`config.mk`:
```
export PLATFORM = sky130hd
export DESIGN_NAME = banked_regfile
export DESIGN_NICKNAME = d
export VERILOG_FILES = /design/src/rtl/brf_pkg.sv /design/src/rtl/brf_ctrl.sv /design/src/rtl/brf_datapath.sv /design/src/rtl/banked_regfile.sv
export SDC_FILE = /design/constraint.sdc
export NUM_CORES = 2
export LEC_CHECK = 0
export BUFFER_PORTS_ARGS = -buffer_cell sky130_fd_sc_hd__buf_2
export CAP_MARGIN = 0
export CORE_MARGIN = 4
export CORE_UTILIZATION = 50
export CTS_BUF_LIST = sky130_fd_sc_hd__clkbuf_16
export DETAILED_ROUTE_END_ITERATION = 16
export HOLD_SLACK_MARGIN = 0.06
export PLACE_DENSITY = 0.65
export SLEW_MARGIN = 20
export SYNTH_ARGS = -nofsm -noshare
export SYNTH_HDL_FRONTEND = slang
export SYNTH_SLANG_ARGS = --single-unit
```
`constraint.sdc`:
```
create_clock -name clk -period 2.1 [get_ports clk]
set_clock_uncertainty 0.2 [all_clocks]
set_input_delay 0.105 -clock clk [delete_from_list [all_inputs] [get_ports clk]]
set_output_delay 0.105 -clock clk [all_outputs]
set_load 0.01 [all_outputs]
```
`src/rtl/brf_pkg.sv`:
```
package brf_pkg;

  typedef enum logic [1:0] {
    RD_BANKED = 2'd0,
    RD_GLOBAL = 2'd1,
    RD_FSR    = 2'd2,
    RD_EXT    = 2'd3
  } rdSrc_e;

  // Strobes from control to datapath
  typedef struct packed {
    logic   globWr;
    logic   bankedWr;
    logic   fsrBusWr;
    logic   fsrByteWr;
    logic   fsrBankWr;
    logic   extWr;
    rdSrc_e rdSrc;
  } strobes_t;

endpackage

```
`src/rtl/brf_ctrl.sv`:
```
module brf_ctrl
  import brf_pkg::*;
#(
  parameter int ADDR_W   = 5,
  parameter int FSR_SLOT = 4,
  localparam int SLOT_W  = ADDR_W - 2
) (
  input  logic              clk,
  input  logic              rstN,
  input  logic [ADDR_W-1:0] rdAddr,
  input  logic              wrEn,
  input  logic [ADDR_W-1:0] wrAddr,
  input  logic              fsrWrEn,
  input  logic              bankWrEn,
  output strobes_t          stb,
  output logic              extRdActive,
  output logic [SLOT_W-1:0] extRdSlot,
  output logic              extWrStb,
  output logic [SLOT_W-1:0] extWrSlot
);

  logic wrBanked, wrGlobal, wrFsr;
  logic rdBanked, rdGlobal, rdFsr;

  always_comb begin
    wrBanked = wrAddr[ADDR_W-1];
    wrGlobal = !wrAddr[ADDR_W-1] && wrAddr[ADDR_W-2];
    wrFsr    = (wrAddr == ADDR_W'(FSR_SLOT));
    rdBanked = rdAddr[ADDR_W-1];
    rdGlobal = !rdAddr[ADDR_W-1] && rdAddr[ADDR_W-2];
    rdFsr    = (rdAddr == ADDR_W'(FSR_SLOT));
  end

  always_comb begin
    stb           = '0;
    stb.globWr    = wrEn && wrGlobal;
    stb.bankedWr  = wrEn && wrBanked;
    stb.fsrBusWr  = wrEn && wrFsr && !fsrWrEn;
    stb.fsrByteWr = fsrWrEn;
    stb.fsrBankWr = bankWrEn;
    stb.extWr     = wrEn && !wrBanked && !wrGlobal && !wrFsr;
    if (rdBanked)      stb.rdSrc = RD_BANKED;
    else if (rdGlobal) stb.rdSrc = RD_GLOBAL;
    else if (rdFsr)    stb.rdSrc = RD_FSR;
    else               stb.rdSrc = RD_EXT;
  end

  assign extRdActive = (stb.rdSrc == RD_EXT);
  assign extRdSlot   = rdAddr[SLOT_W-1:0];
  assign extWrStb    = stb.extWr;
  assign extWrSlot   = wrAddr[SLOT_W-1:0];

  AST_ONE_WRITE_TARGET: assert property (@(posedge clk) disable iff (!rstN)
    $onehot0({stb.globWr, stb.bankedWr, stb.fsrBusWr, stb.extWr}));

  AST_EXT_WR_IN_LOW_WINDOW: assert property (@(posedge clk) disable iff (!rstN)
    extWrStb |-> (wrAddr[ADDR_W-1 -: 2] == 2'b00));

  AST_EXT_RD_NOT_FSR: assert property (@(posedge clk) disable iff (!rstN)
    extRdActive |-> (rdAddr != ADDR_W'(FSR_SLOT)));

endmodule

```
`src/rtl/brf_datapath.sv`:
```
module brf_datapath
  import brf_pkg::*;
#(
  parameter int DATA_W  = 8,
  parameter int ADDR_W  = 5,
  parameter int BANK_W  = 3,
  localparam int OFFS_W = ADDR_W - 1,
  localparam int SLOT_W = ADDR_W - 2,
  localparam int GLOB_N = 1 << SLOT_W,
  localparam int BANK_N = 1 << (BANK_W + OFFS_W),
  localparam int LOW_W  = DATA_W - BANK_W
) (
  input  logic              clk,
  input  logic              rstN,
  input  strobes_t          stb,
  input  logic [ADDR_W-1:0] rdAddr,
  input  logic [ADDR_W-1:0] wrAddr,
  input  logic [DATA_W-1:0] wrData,
  input  logic [DATA_W-1:0] fsrWrData,
  input  logic [BANK_W-1:0] bankWrVal,
  input  logic [DATA_W-1:0] extRdData,
  output logic [DATA_W-1:0] rdData
);

  logic [DATA_W-1:0] fsrQ, fsrNext;
  logic [DATA_W-1:0] globMem [GLOB_N];
  logic [DATA_W-1:0] bankMem [BANK_N];
  logic [BANK_W-1:0] curBank;
  logic [BANK_W+OFFS_W-1:0] wrBankIdx, rdBankIdx;

  assign curBank   = fsrQ[DATA_W-1 -: BANK_W];
  assign wrBankIdx = {curBank, wrAddr[OFFS_W-1:0]};
  assign rdBankIdx = {curBank, rdAddr[OFFS_W-1:0]};

  always_comb begin
    fsrNext = fsrQ;
    if (stb.fsrByteWr)     fsrNext = fsrWrData;
    else if (stb.fsrBusWr) fsrNext = wrData;
    if (stb.fsrBankWr)     fsrNext[DATA_W-1 -: BANK_W] = bankWrVal;
  end

  always_ff @(posedge clk or negedge rstN) begin
    if (!rstN) fsrQ <= '0;
    else       fsrQ <= fsrNext;
  end

  always_ff @(posedge clk or negedge rstN) begin
    if (!rstN) begin
      for (int i = 0; i < GLOB_N; i++) globMem[i] <= '0;
    end else if (stb.globWr) begin
      globMem[wrAddr[SLOT_W-1:0]] <= wrData;
    end
  end

  always_ff @(posedge clk or negedge rstN) begin
    if (!rstN) begin
      for (int i = 0; i < BANK_N; i++) bankMem[i] <= '0;
    end else if (stb.bankedWr) begin
      bankMem[wrBankIdx] <= wrData;
    end
  end

  always_comb begin
    case (stb.rdSrc)
      RD_BANKED: rdData = bankMem[rdBankIdx];
      RD_GLOBAL: rdData = globMem[rdAddr[SLOT_W-1:0]];
      RD_FSR:    rdData = fsrQ;
      default:   rdData = extRdData;
    endcase
  end

  AST_RESET_BANK0: assert property (@(posedge clk)
    !rstN |=> (fsrQ == '0));

  AST_FULL_LOAD: assert property (@(posedge clk) disable iff (!rstN)
    (stb.fsrByteWr && !stb.fsrBankWr) |=> (fsrQ == $past(fsrWrData)));

  AST_BANK_OP_KEEPS_LOW: assert property (@(posedge clk) disable iff (!rstN)
    (stb.fsrBankWr && !stb.fsrByteWr && !stb.fsrBusWr)
      |=> (fsrQ[LOW_W-1:0] == $past(fsrQ[LOW_W-1:0])));

  AST_BANK_OP_WINS: assert property (@(posedge clk) disable iff (!rstN)
    stb.fsrBankWr |=> (fsrQ[DATA_W-1 -: BANK_W] == $past(bankWrVal)));

  AST_FSR_HOLDS: assert property (@(posedge clk) disable iff (!rstN)
    !(stb.fsrByteWr || stb.fsrBusWr || stb.fsrBankWr) |=> $stable(fsrQ));

endmodule

```
`src/rtl/banked_regfile.sv`:
```
module banked_regfile
  import brf_pkg::*;
#(
  parameter int DATA_W   = 8,
  parameter int ADDR_W   = 5,
  parameter int BANK_W   = 3,
  parameter int FSR_SLOT = 4,
  localparam int SLOT_W  = ADDR_W - 2
) (
  input  logic              clk,
  input  logic              rstN,
  input  logic [ADDR_W-1:0] rdAddr,
  output logic [DATA_W-1:0] rdData,
  input  logic              wrEn,
  input  logic [ADDR_W-1:0] wrAddr,
  input  logic [DATA_W-1:0] wrData,
  input  logic              fsrWrEn,
  input  logic [DATA_W-1:0] fsrWrData,
  input  logic              bankWrEn,
  input  logic [BANK_W-1:0] bankWrVal,
  input  logic [DATA_W-1:0] extRdData,
  output logic              extRdActive,
  output logic [SLOT_W-1:0] extRdSlot,
  output logic              extWrStb,
  output logic [SLOT_W-1:0] extWrSlot
);

  strobes_t stb;

  brf_ctrl #(.ADDR_W(ADDR_W), .FSR_SLOT(FSR_SLOT)) u_ctrl (
    .clk(clk), .rstN(rstN), .rdAddr(rdAddr), .wrEn(wrEn), .wrAddr(wrAddr),
    .fsrWrEn(fsrWrEn), .bankWrEn(bankWrEn), .stb(stb),
    .extRdActive(extRdActive), .extRdSlot(extRdSlot),
    .extWrStb(extWrStb), .extWrSlot(extWrSlot)
  );

  brf_datapath #(.DATA_W(DATA_W), .ADDR_W(ADDR_W), .BANK_W(BANK_W)) u_dp (
    .clk(clk), .rstN(rstN), .stb(stb), .rdAddr(rdAddr), .wrAddr(wrAddr),
    .wrData(wrData), .fsrWrData(fsrWrData), .bankWrVal(bankWrVal),
    .extRdData(extRdData), .rdData(rdData)
  );

endmodule

```
Yosys cells after proc, flatten, opt, wreduce, memory -nomap -nowiden

Cells that the tools add are included.

Register bits after elaboration: 1096
Bits of input ports: 42
Output and inout port bits: 16
Logic and storage cells: 191

Magnitude comparators: 6
Equality and inequality tests: 5
Muxes and demuxes: 19
Bitwise operators: 4
Reductions and logical operators: 19

Operators by type and width:

| cell                                                                         | count |
|---|---|
| 1024-bit bitwise mux                                                         | 1 |
| 64-bit bitwise mux                                                           | 1 |
| 8-bit 2-to-1 mux                                                             | 8 |
| 8-bit binary-select mux with 7-bit select                                    | 1 |
| 8-bit demux with 7-bit select                                                | 1 |
| 8-bit binary-select mux with 3-bit select                                    | 1 |
| 8-bit demux with 3-bit select                                                | 1 |
| 8-bit case mux with 3 select lines                                           | 1 |
| 8-bit greater-or-equal comparator, second input constant                     | 2 |
| 7-bit inverter with 8-bit output                                             | 2 |
| 1-bit logical AND                                                            | 11 |
| 5-bit by 3-bit == test with 1-bit output, second input constant              | 2 |
| 4-bit greater-or-equal comparator, second input constant                     | 2 |
| 8-bit by 1-bit less-than comparator with 1-bit output, second input constant | 1 |
| 3-bit inverter with 4-bit output                                             | 2 |
| 1-bit logical NOT                                                            | 5 |
| 2-bit == test, second input constant                                         | 2 |
| 4-bit by 1-bit less-than comparator with 1-bit output, second input constant | 1 |
| 2-bit 2-to-1 mux                                                             | 2 |
| 3-bit 2-to-1 mux                                                             | 1 |
| 3-bit nonzero test                                                           | 1 |
| 2-bit by 1-bit == test with 1-bit output, second input constant              | 1 |
| 2-bit logical NOT                                                            | 1 |
| 2-bit nonzero test                                                           | 1 |
| 1-bit 2-to-1 mux                                                             | 1 |

Logic depth before layout (Yosys ltp)

Depth after elaboration: 6
Gate-level depth with buffers: 11

By module

From an unflattened synthesis, not the netlist that was laid out.

Cell total of the unflattened synthesis: 3303
Area total of the unflattened synthesis: 50739.9 sq um

By module, submodules not included:

| module       | times used | cells each | area each (sq um) | seq. area each (sq um) |
|---|---|---|---|---|
| brf_datapath | 1          | 3282       | 50598.5           | 27426.3 |
| brf_ctrl     | 1          | 21         | 141.4             | 0.0 |

Worst setup path before layout

Ideal clock, no wire load.

Path type: input-to-output
From: input port rdAddr[1]
To: output port rdData[0]
Arrival time: 1.935 ns
Setup slack: -0.140 ns
Stages on the path: 8
Buffers on the path: 3
Cell sequence: buf_6 buf_2 buf_2 mux4_2 o21ai_0 a21oi_1 o41ai_1 nand2_1

Longest elaborated chain between the ends: 6
Elaborated cells between the ends (all ways): 16
Those cells by class: eq/ne (3); mux (10); bitwise (2); reduce/logical (1)

RTL lines:

| what                                                                     | RTL line             | source |
|---|---|---|
| from (decl)                                                              | banked_regfile.sv:12 | `input logic [ADDR_W-1:0] rdAddr,` |
| branches (longest 5 deep; another with 7-bit inverter with 8-bit output) | -                    |  |
| 8-bit case mux with 3 select lines *                                     | brf_datapath.sv:64   | `case (stb.rdSrc)` |
| to (decl)                                                                | banked_regfile.sv:13 | `output logic [DATA_W-1:0] rdData,` |

Every way passes the cells marked *. The select of a mux whose other input is x is not followed.

Final worst setup path

From: register u_dp.fsrQ[5]
To: output port rdData[0]

Longest elaborated chain between the ends: 5

RTL lines:

| what                                                   | RTL line           | source |
|---|---|---|
| from (decl)                                            | brf_datapath.sv:25 | `logic [DATA_W-1:0] fsrQ, fsrNext;` |
| from (signal assigned)                                 | brf_datapath.sv:44 | `else fsrQ <= fsrNext;` |
| 7-bit inverter with 8-bit output (implied by the code) | brf_datapath.sv:65 | `RD_BANKED: rdData = bankMem[rdBankIdx];` |
| 8-bit binary-select mux with 7-bit select              | brf_datapath.sv:65 |  |
| 8-bit 2-to-1 mux (implied by the code) (2 in series)   | brf_datapath.sv:65 |  |
| 8-bit case mux with 3 select lines                     | brf_datapath.sv:64 |  |

Every way passes these cells. The select of a mux whose other input is x is not followed.

==> flow_summary.yaml <==
status:
  status: "finished, violations left"
  violations: "setup timing"
sta:
  min_period_ns: 3.36
  clock.fmax_ghz: 0.297
  rsz0062_at_grt: "true"
  finalCritPeriodShare: 1.60
  setup_viol: 960
  relSlewSlack: 0.281
  hold_viol_final: 0
  whs_ns: 0.0600
  setup_ws_ns: -1.26
  tightest_slew_ns: 1.08
  drv_slew: 0
global_routing:
  grt_max_degree: 97
  grt-ovfl-total: 0
  grt_usage: 0.266
  antenna_found_initial: 1
  grt_pass1_vias: 34119
  grt_pass1_wl_um: 216000
placement:
  pre_cts_ws_ns: -1.42
  gp_congestion: 0.861
  dpl-instance-area_um2: 55800
  portBuffers: 57
  hpwl_um: 91700
  dp.cells: 4832
worst_setup_path:
  crit_start: "u_dp.fsrQ[5]"
  rrSetupSlack_ns: -0.25
  crit_buf_inv: 6
  crit_end: "rdData[0]"
  path_cells: "buf_6 -> nor2_4 -> buf_12 -> buf_12 -> buf_6 -> a221o_2 -> a21oi_2 -> o41ai_4 -> buf_4 -> nand2_2 -> buf_6"
  critPathMaxFanout: 7
  crit_path_top_delay_cell: "dfrtp_2"
  critical_path_required_ns: 1.79
  crit_top_cell: "buf_6"
  cp.depth: 11
  endpoint_kind: "output port"
  critical-path-max-stage-delay_ns: 0.47
  critPathLaunchType: "flip-flop"
  worstRegToRegCells: 11
  arrival_ns: 3.06
  crit_type: "reg -> out"
  reg2reg_from: "u_dp.fsrQ[5]"
  reg2reg_to: "u_dp.bankMem[97]"
  critPathTopFamily: "buffers and inverters"
floorplanning:
  die_area_um2: 106000
  io_pins: 58
  core_area_um2: 99000
  initial_core_util: 0.507
  rows: 115
  die_w_um: 325
  die_height_um: 325
yosys:
  synth_top_area_frac: 0.546
  synth_edf_count: 0
  syn_avg_cell_area_um2: 15.5
  syn_inst: 3247
  yosysSeqAreaShare: 0.546
  synth_area_um2: 50200
  synthFlopType: "dfrtp_1"
  async_flop_share: 1.00
  synth_cell_types: 34
  ys_ff_latch: 1096
  yosysTopAreaCell: "dfrtp_1"
  synth.yosys.warnings: 0
  synthTopCellsByArea: "dfrtp_1, mux2_2, mux4_2"
  yosysMostFrequentCell: "mux2_2"
  synthTopCellsByCount: "mux2_2, dfrtp_1, mux4_2, clkbuf_1, nor2_1"
  synth_nets: 3289
hold_path:
  hp-class: "in -> reg"
  min_from: "wrAddr[4]"
detailed_routing:
  via_per_inst: 6.08
  drc: 0
  drtPass1Iterations: 7
  first_iter_violations: 2245
  vias: 31142
  postRouteWirelength_um: 140000
  detail_route.wl_per_cell_um: 27.3
  antenna_left: 0
finish:
  layoutNonFillerInstCount: 5123
  nets: 3780
  utilization: 0.628
  num_antenna_cells: 0
  syn2layout_area_growth_pct: 23.9
  drive_gt1_frac: 0.594
  final_area_um2: 62200
cts:
  numCtsBuffers: 113
  insertion_delay_ns: 0.69
  cts.sinks: 1096
  h-tree-depth: 3
  clkTransAtPathRegs_ns: 0.06
  cts_tree: "done"
  cts-root-buf: "clkbuf_16"
  max-clock-path-buffers: 3
pwr:
  vdd_drop_max_mv: 0.732
  cellPowerDensity_nw_per_um2: 804
  leakage_nw: 29.6
flow_run:
  cap_violations: 0
layout by cell type, fill, tap and decap left out, drive strengths merged, types with 11 or more instances in the layout:
master,Yosys,layout
mux2,1099,1099
dfrtp,1096,1096
buf,79,580
mux4,260,260
nor2,122,122
clkbuf,173,119
mux2i,116,116
nand2,99,99
clkinv,1,58
a221oi,58,58
dlygate4sd3,0,48
o21ai,34,34
a21oi,23,23
nand3,21,21
inv,2,20
a221o,17,17
bufinv,0,16
nor2b,11,11
through the flow:
stage	TNS [ns]	power, mW
finish	-98.75	50.0
global route	-125.63	51.8
CTS	-111.08	50.2
detailed placement	-207.45	29.2
global placement	-186.51	28.9
floorplan	-1.06	26.6
final cells by class:
| type | instances | area [um2] |
|---|---|---|
| clock buffers | 119 | 2980 |
| clock inverters | 94 | 828 |
| fillers | 7052 | 36800 |
| inverters | 3 | 18.8 |
| multi-input cells | 1896 | 23000 |
| flip-flops and latches | 1096 | 27400 |
| well taps | 1287 | 1610 |
| repair buffers | 628 | 6340 |
metal layers:
layer	global-route usage	vias up	wire length, um
met5	0	-	0
met4	0.0970	0	4980
met3	0.0386	278	6410
met2	0.435	830	67900
met1	0.367	16889	60500
li1	-	13145	-
report_power, final:
group / switching (mW) / internal (mW) / leakage [nW]
combinational: 2.99 / 3.14 / 12.6
clock: 8.45 / 12.1 / 1.94
sequential: 0.769 / 22.6 / 15.0
total: 12.2 / 37.8 / 29.6
tightest hold or removal path: cells and delay by family:
family	cells	cell delay (ns)
AND/OR/NAND/NOR	2	0.27
buffers and inverters	2	0.31
multiplexers	1	0.22
flip-flops by register name, indices dropped and copies added, names as in the netlist:
name          cells
u_dp.bankMem   1024
u_dp.fsrQ         8
u_dp.globMem     64
how the worst min path moves through the flow:
stage	cells after the start	to
floorplan	0	u_dp.bankMem[0]
global route	5	u_dp.globMem[50]
detailed placement	1	u_dp.globMem[1]
global placement	1	u_dp.globMem[25]
CTS	5	u_dp.fsrQ[6]
finish	5	u_dp.globMem[48]
kinds of logic (layout without fill, tap and decap cells):
kind of cell | Yosys count | after routing | share of synthesized area
mux | 1475 | 1475 | 0.386
simple gates | 277 | 277 | 0.0231
buf+inv | 255 | 844 | 0.0230
flops | 1096 | 1096 | 0.546
compound gates | 144 | 144 | 0.0212
repair_timing:
action                                   CTS  global route
endpoints found under the setup margin   984          1003
hold endpoints to repair                1910            56
pin swaps                                 39            27
setup buffers                             29            10
hold buffers                              45             9
gates cloned                               1             0
gates resized for setup                  310           147
(Power assumes the default switching activity.)
